File: src/rtl/pwrgate_pkg.sv
package pwrgate_pkg;
  // Strobes passed from the control to the datapath
  typedef struct packed {
    logic gateOpen;   // memory access allowed
    logic battOn;     // run from battery
  } ctlStrobe_t;
endpackage

File: src/rtl/pwrSync.sv
module pwrSync #(
  parameter int STAGES = 2
) (
  input  logic clk,
  input  logic rstN,
  input  logic din,
  output logic dout
);
  logic [STAGES-1:0] chain;

  generate
    for (genvar i = 0; i < STAGES; i++) begin : g_stage
      if (i == 0) begin : g_first
        always_ff @(posedge clk or negedge rstN)
          if (!rstN) chain[0] <= 1'b1;
          else       chain[0] <= din;
      end else begin : g_next
        always_ff @(posedge clk or negedge rstN)
          if (!rstN) chain[i] <= 1'b1;
          else       chain[i] <= chain[i-1];
      end
    end
  endgenerate

  assign dout = chain[STAGES-1];
endmodule

File: src/rtl/pwrGateCtrl.sv
module pwrGateCtrl
  import pwrgate_pkg::*;
#(
  parameter int RECOVER_CYCLES = 16,
  parameter int SYNC_STAGES    = 2
) (
  input  logic       clk,
  input  logic       rstN,
  input  logic       pfailRaw,
  input  logic       lowRaw,
  output ctlStrobe_t strobe
);
  localparam int CNT_W = $clog2(RECOVER_CYCLES + 1);
  localparam logic [CNT_W-1:0] CNT_END = CNT_W'(RECOVER_CYCLES);

  logic pfHold;
  logic lowHold;
  logic [CNT_W-1:0] holdCnt;
  logic holdDone;

  pwrSync #(.STAGES(SYNC_STAGES)) u_pfSync (
    .clk(clk), .rstN(rstN), .din(pfailRaw), .dout(pfHold));
  pwrSync #(.STAGES(SYNC_STAGES)) u_lowSync (
    .clk(clk), .rstN(rstN), .din(lowRaw), .dout(lowHold));

  assign holdDone = (holdCnt == CNT_END);

  // Recovery hold-off: cleared by any synchronized power-fail
  always_ff @(posedge clk or negedge rstN) begin
    if (!rstN)          holdCnt <= '0;
    else if (pfHold)    holdCnt <= '0;
    else if (!holdDone) holdCnt <= holdCnt + 1'b1;
  end

  always_comb begin
    strobe.gateOpen = !pfHold && holdDone;
    strobe.battOn   = lowHold;
  end
endmodule

File: src/rtl/pwrGateDp.sv
module pwrGateDp
  import pwrgate_pkg::*;
(
  input  ctlStrobe_t strobe,
  input  logic       ceN,
  input  logic       weN,
  input  logic       oeN,
  output logic       memSel,
  output logic       memWe,
  output logic       memOe,
  output logic       battSel
);
  always_comb begin
    memSel  = strobe.gateOpen && !ceN;
    memWe   = memSel && !weN;
    memOe   = memSel && !oeN && weN;
    battSel = strobe.battOn;
  end
endmodule

File: src/rtl/pwrGateTop.sv
module pwrGateTop
  import pwrgate_pkg::*;
#(
  parameter int RECOVER_CYCLES = 16,
  parameter int SYNC_STAGES    = 2
) (
  input  logic clk,
  input  logic rstN,
  input  logic pfailRaw,
  input  logic lowRaw,
  input  logic ceN,
  input  logic weN,
  input  logic oeN,
  output logic memSel,
  output logic memWe,
  output logic memOe,
  output logic battSel
);
  ctlStrobe_t strobe;

  pwrGateCtrl #(.RECOVER_CYCLES(RECOVER_CYCLES), .SYNC_STAGES(SYNC_STAGES)) u_ctrl (
    .clk(clk), .rstN(rstN), .pfailRaw(pfailRaw), .lowRaw(lowRaw), .strobe(strobe));

  pwrGateDp u_dp (
    .strobe(strobe), .ceN(ceN), .weN(weN), .oeN(oeN),
    .memSel(memSel), .memWe(memWe), .memOe(memOe), .battSel(battSel));
endmodule

File: config.mk
export PLATFORM = sky130hd
export DESIGN_NAME = pwrGateTop
export DESIGN_NICKNAME = d
export VERILOG_FILES = /design/src/rtl/pwrgate_pkg.sv /design/src/rtl/pwrSync.sv /design/src/rtl/pwrGateCtrl.sv /design/src/rtl/pwrGateDp.sv /design/src/rtl/pwrGateTop.sv
export SDC_FILE = /design/constraint.sdc
export NUM_CORES = 1
export LEC_CHECK = 0
export ABC_AREA = 1
export ABC_CLOCK_PERIOD_IN_PS = 1600
export CORE_AREA = 4 4 41 43
export DETAILED_ROUTE_END_ITERATION = 10
export DIE_AREA = 0 0 45 47
export SYNTH_ARGS = -nofsm -noshare
export SYNTH_HDL_FRONTEND = slang
export SYNTH_SLANG_ARGS = --single-unit
File: constraint.sdc
create_clock -name clk -period 1.6 [get_ports clk]
set_input_delay 0.24 -clock clk [delete_from_list [all_inputs] [get_ports clk]]
set_output_delay 0.24 -clock clk [all_outputs]
set_load 0.1 [all_outputs]
==> results.toml <==
[run_status]
status = "complete, but fails checks"
violations = "setup timing"

[global_routing]
antenna_found_initial = 0
grt_start_max_net_pins = 10
grt_pass1_wl_mm = 1.28
globalRouteOverflowTotal = 0
grtUsageTotal = 0.0903
grt_pass1_vias = 324

[min_path]
min_path_type = "input port to async pin"

[drt]
route.detailed.drc = 0
first_pass_iters = 3
dr_total_vias = 353
drt-total-wl_um = 785
first_iter_violations = 5
wl_per_cell_um = 9.46
antenna_left = 0
via_per_inst = 4.25

[setup_path]
slowest_delay_ns = 0.38
cp-end-kind = "output port"
path_cells = "inv_2, ha_4, nand2_4, nor2_4, nand3_4, nor2_4, buf_12"
cpMaxStageDelayCell = "dfrtp_1"
cp_top_family = "simple AND/OR/NAND/NOR gates"
r2r_slack_ns = 0.39
crit_cells = 7
crit_required_ns = 1.36
path_common_cell = "nor2_4"
worst-r2r-cell-count = 7
cp_num_buf_inv = 2
cp.arrival_ns = 1.45
crit_type = "flip-flop to output port"
start_kind = "flip-flop"
cp_max_fo = 3

[power_and_ir_drop]
peakVddDrop_mv = 0.563
power_density_nw_per_um2 = 729
p_leak_nw = 0.308

[place]
gp_congestion = 0.776
post-dp-hpwl_um = 622
port_buffers = 10

[timing]
finalSetupViolations = 3
worst_hold_slack_ns = 0.277
maxSlewViolCount = 0
rsz0062_at_grt = "true"
skew_ns = 0.00180
hold_violations = 0
worst_slew_pin_slew_ns = 0.385
fmax_mhz = 590
fin_crit_sh = 1.06
fin_ws_ns = -0.0944
slew_headroom = 0.742
min_period_ns = 1.69
finalSetupTns_ns = -0.234

[layout]
syn2layout_area_growth_pct = 64.2
diodes = 0
nNetsFinal = 78
drive_above_1_share = 0.426
post-route-util = 0.538

[floorplanning]
rows = 13
io_pins = 11
start_util = 0.328
die_w_um = 45
die-area_sq_um = 2120
core_sq_um = 1300
dieHeight_um = 47

[clock_tree]
clk_path_buf_depth = 2
hold_buffers = 0
cts_made_buffers = 3
cts_tree = "yes"
clkLatencyLatePin_ns = 0.25
ctsRootBufferMaster = "clkbuf_4"
clk_pin_slew_worst_paths_ns = 0.06
cts.sinks = 9
h-tree-depth = 1

[synth]
yosysSeqAreaShare = 0.540
yosys_warnings = 0
avgSynthCellArea_sq_um = 8.89
synth_seq_cells = 9
syn_area_sq_um = 427
synth_cells = 48
synth.distinct_cells = 13
syn_nets = 57

[job]
cap_violations = 0
cells in the final DEF (no fill, tap or decap), drive strengths merged:
cell type,instances
buf,10
clkbuf,4
clkdlybuf4s50,6
clkinv,1
clkinvlp,1
dfrtp,5
dfstp,4
ha,2
inv,7
nand2,10
nand3,8
nor2,9
xnor2,1
metal layers:
metal | share of wire | GRT usage | vias up | wire length (um)
met5 | 0 | 0 | - | 0
met4 | 0 | 0.0351 | 0 | 0
met3 | 0.090 | 0.0613 | 0 | 71
met2 | 0.48 | 0.141 | 11 | 376
met1 | 0.43 | 0.0962 | 158 | 338
li1 | - | - | 184 | -
cells by family after synthesis:
logic type / Yosys count / synth area share
and+or+nand+nor: 27 / 0.302
xor gates and xnor gates: 1 / 0.0205
buffers and inverters: 9 / 0.0792
adders and majority gates: 2 / 0.0586
DFF: 9 / 0.540
what timing repair did:
item	in CTS	in global routing
setup buffers	3	1
pin swaps	4	5
resized for setup	3	1
setup endpoints to repair	3	3
final cells by class:
type	instances	area (sq um)
Fill cell	125	601
Tap cell	15	18.8
Sequential cell	9	230
Timing Repair Buffer	16	185
Inverter	9	37.5
Multi-Input combinational cell	30	203
Clock buffer	4	26.3
final timing paths:
kind	end	startpoint
worst max-delay path	memOe	u_ctrl.holdCnt[0]
worst max register to register	u_ctrl.holdCnt[4]	u_ctrl.holdCnt[0]
worst min register to register	u_ctrl.u_pfSync.dout	u_ctrl.u_pfSync.chain[0]
worst min-delay path	u_ctrl.holdCnt[4]	rstN
max in group asynchronous	u_ctrl.u_pfSync.dout	rstN
min in group clk	u_ctrl.u_pfSync.dout	u_ctrl.u_pfSync.chain[0]
synth_stat cells, drive strengths merged:
master | n | area share
ha | 2 | 0.059
clkinv | 1 | 0.0088
xnor2 | 1 | 0.021
dfrtp | 5 | 0.29
nand3 | 8 | 0.11
dfstp | 4 | 0.25
nand2 | 10 | 0.10
inv | 8 | 0.070
nor2 | 9 | 0.097
worst reg2reg max path: cells and delay by family, from the launching register on:
kind	cells	cell delay, ns
flip-flops	1	0.38
AND/OR/NAND/NOR	4	0.25
buffers and inverters	2	0.26
adder cells (fa/ha/maj)	1	0.22
flip-flops by register name, summed over array words and instances, names as in the netlist:
register / cells
u_ctrl.u_lowSync.chain: 1
u_ctrl.u_lowSync.dout: 1
u_ctrl.u_pfSync.chain: 1
u_ctrl.holdCnt: 5
u_ctrl.u_pfSync.dout: 1
per-stage QoR:
stage          std cells  area [sq um]  setup WS [ns]  power (mW)
3_5_place_dp          75           629         0.0911       0.331
4_1_cts               82           693         -0.104       0.517
2_1_floorplan         48           455        -0.0767       0.292
6_report              83           701        -0.0944       0.511
3_3_place_gp          75           629          0.122       0.329
5_1_grt               83           701         -0.168       0.542
power by group:
part           total [mW]  leakage, nW  switching (mW)  internal [mW]
combinational      0.0964        0.184          0.0467         0.0497
sequential          0.251        0.109         0.00777          0.243
clock               0.163       0.0150          0.0678         0.0953
total               0.511        0.308           0.122          0.388
Power figures use the tool's default switching activity.
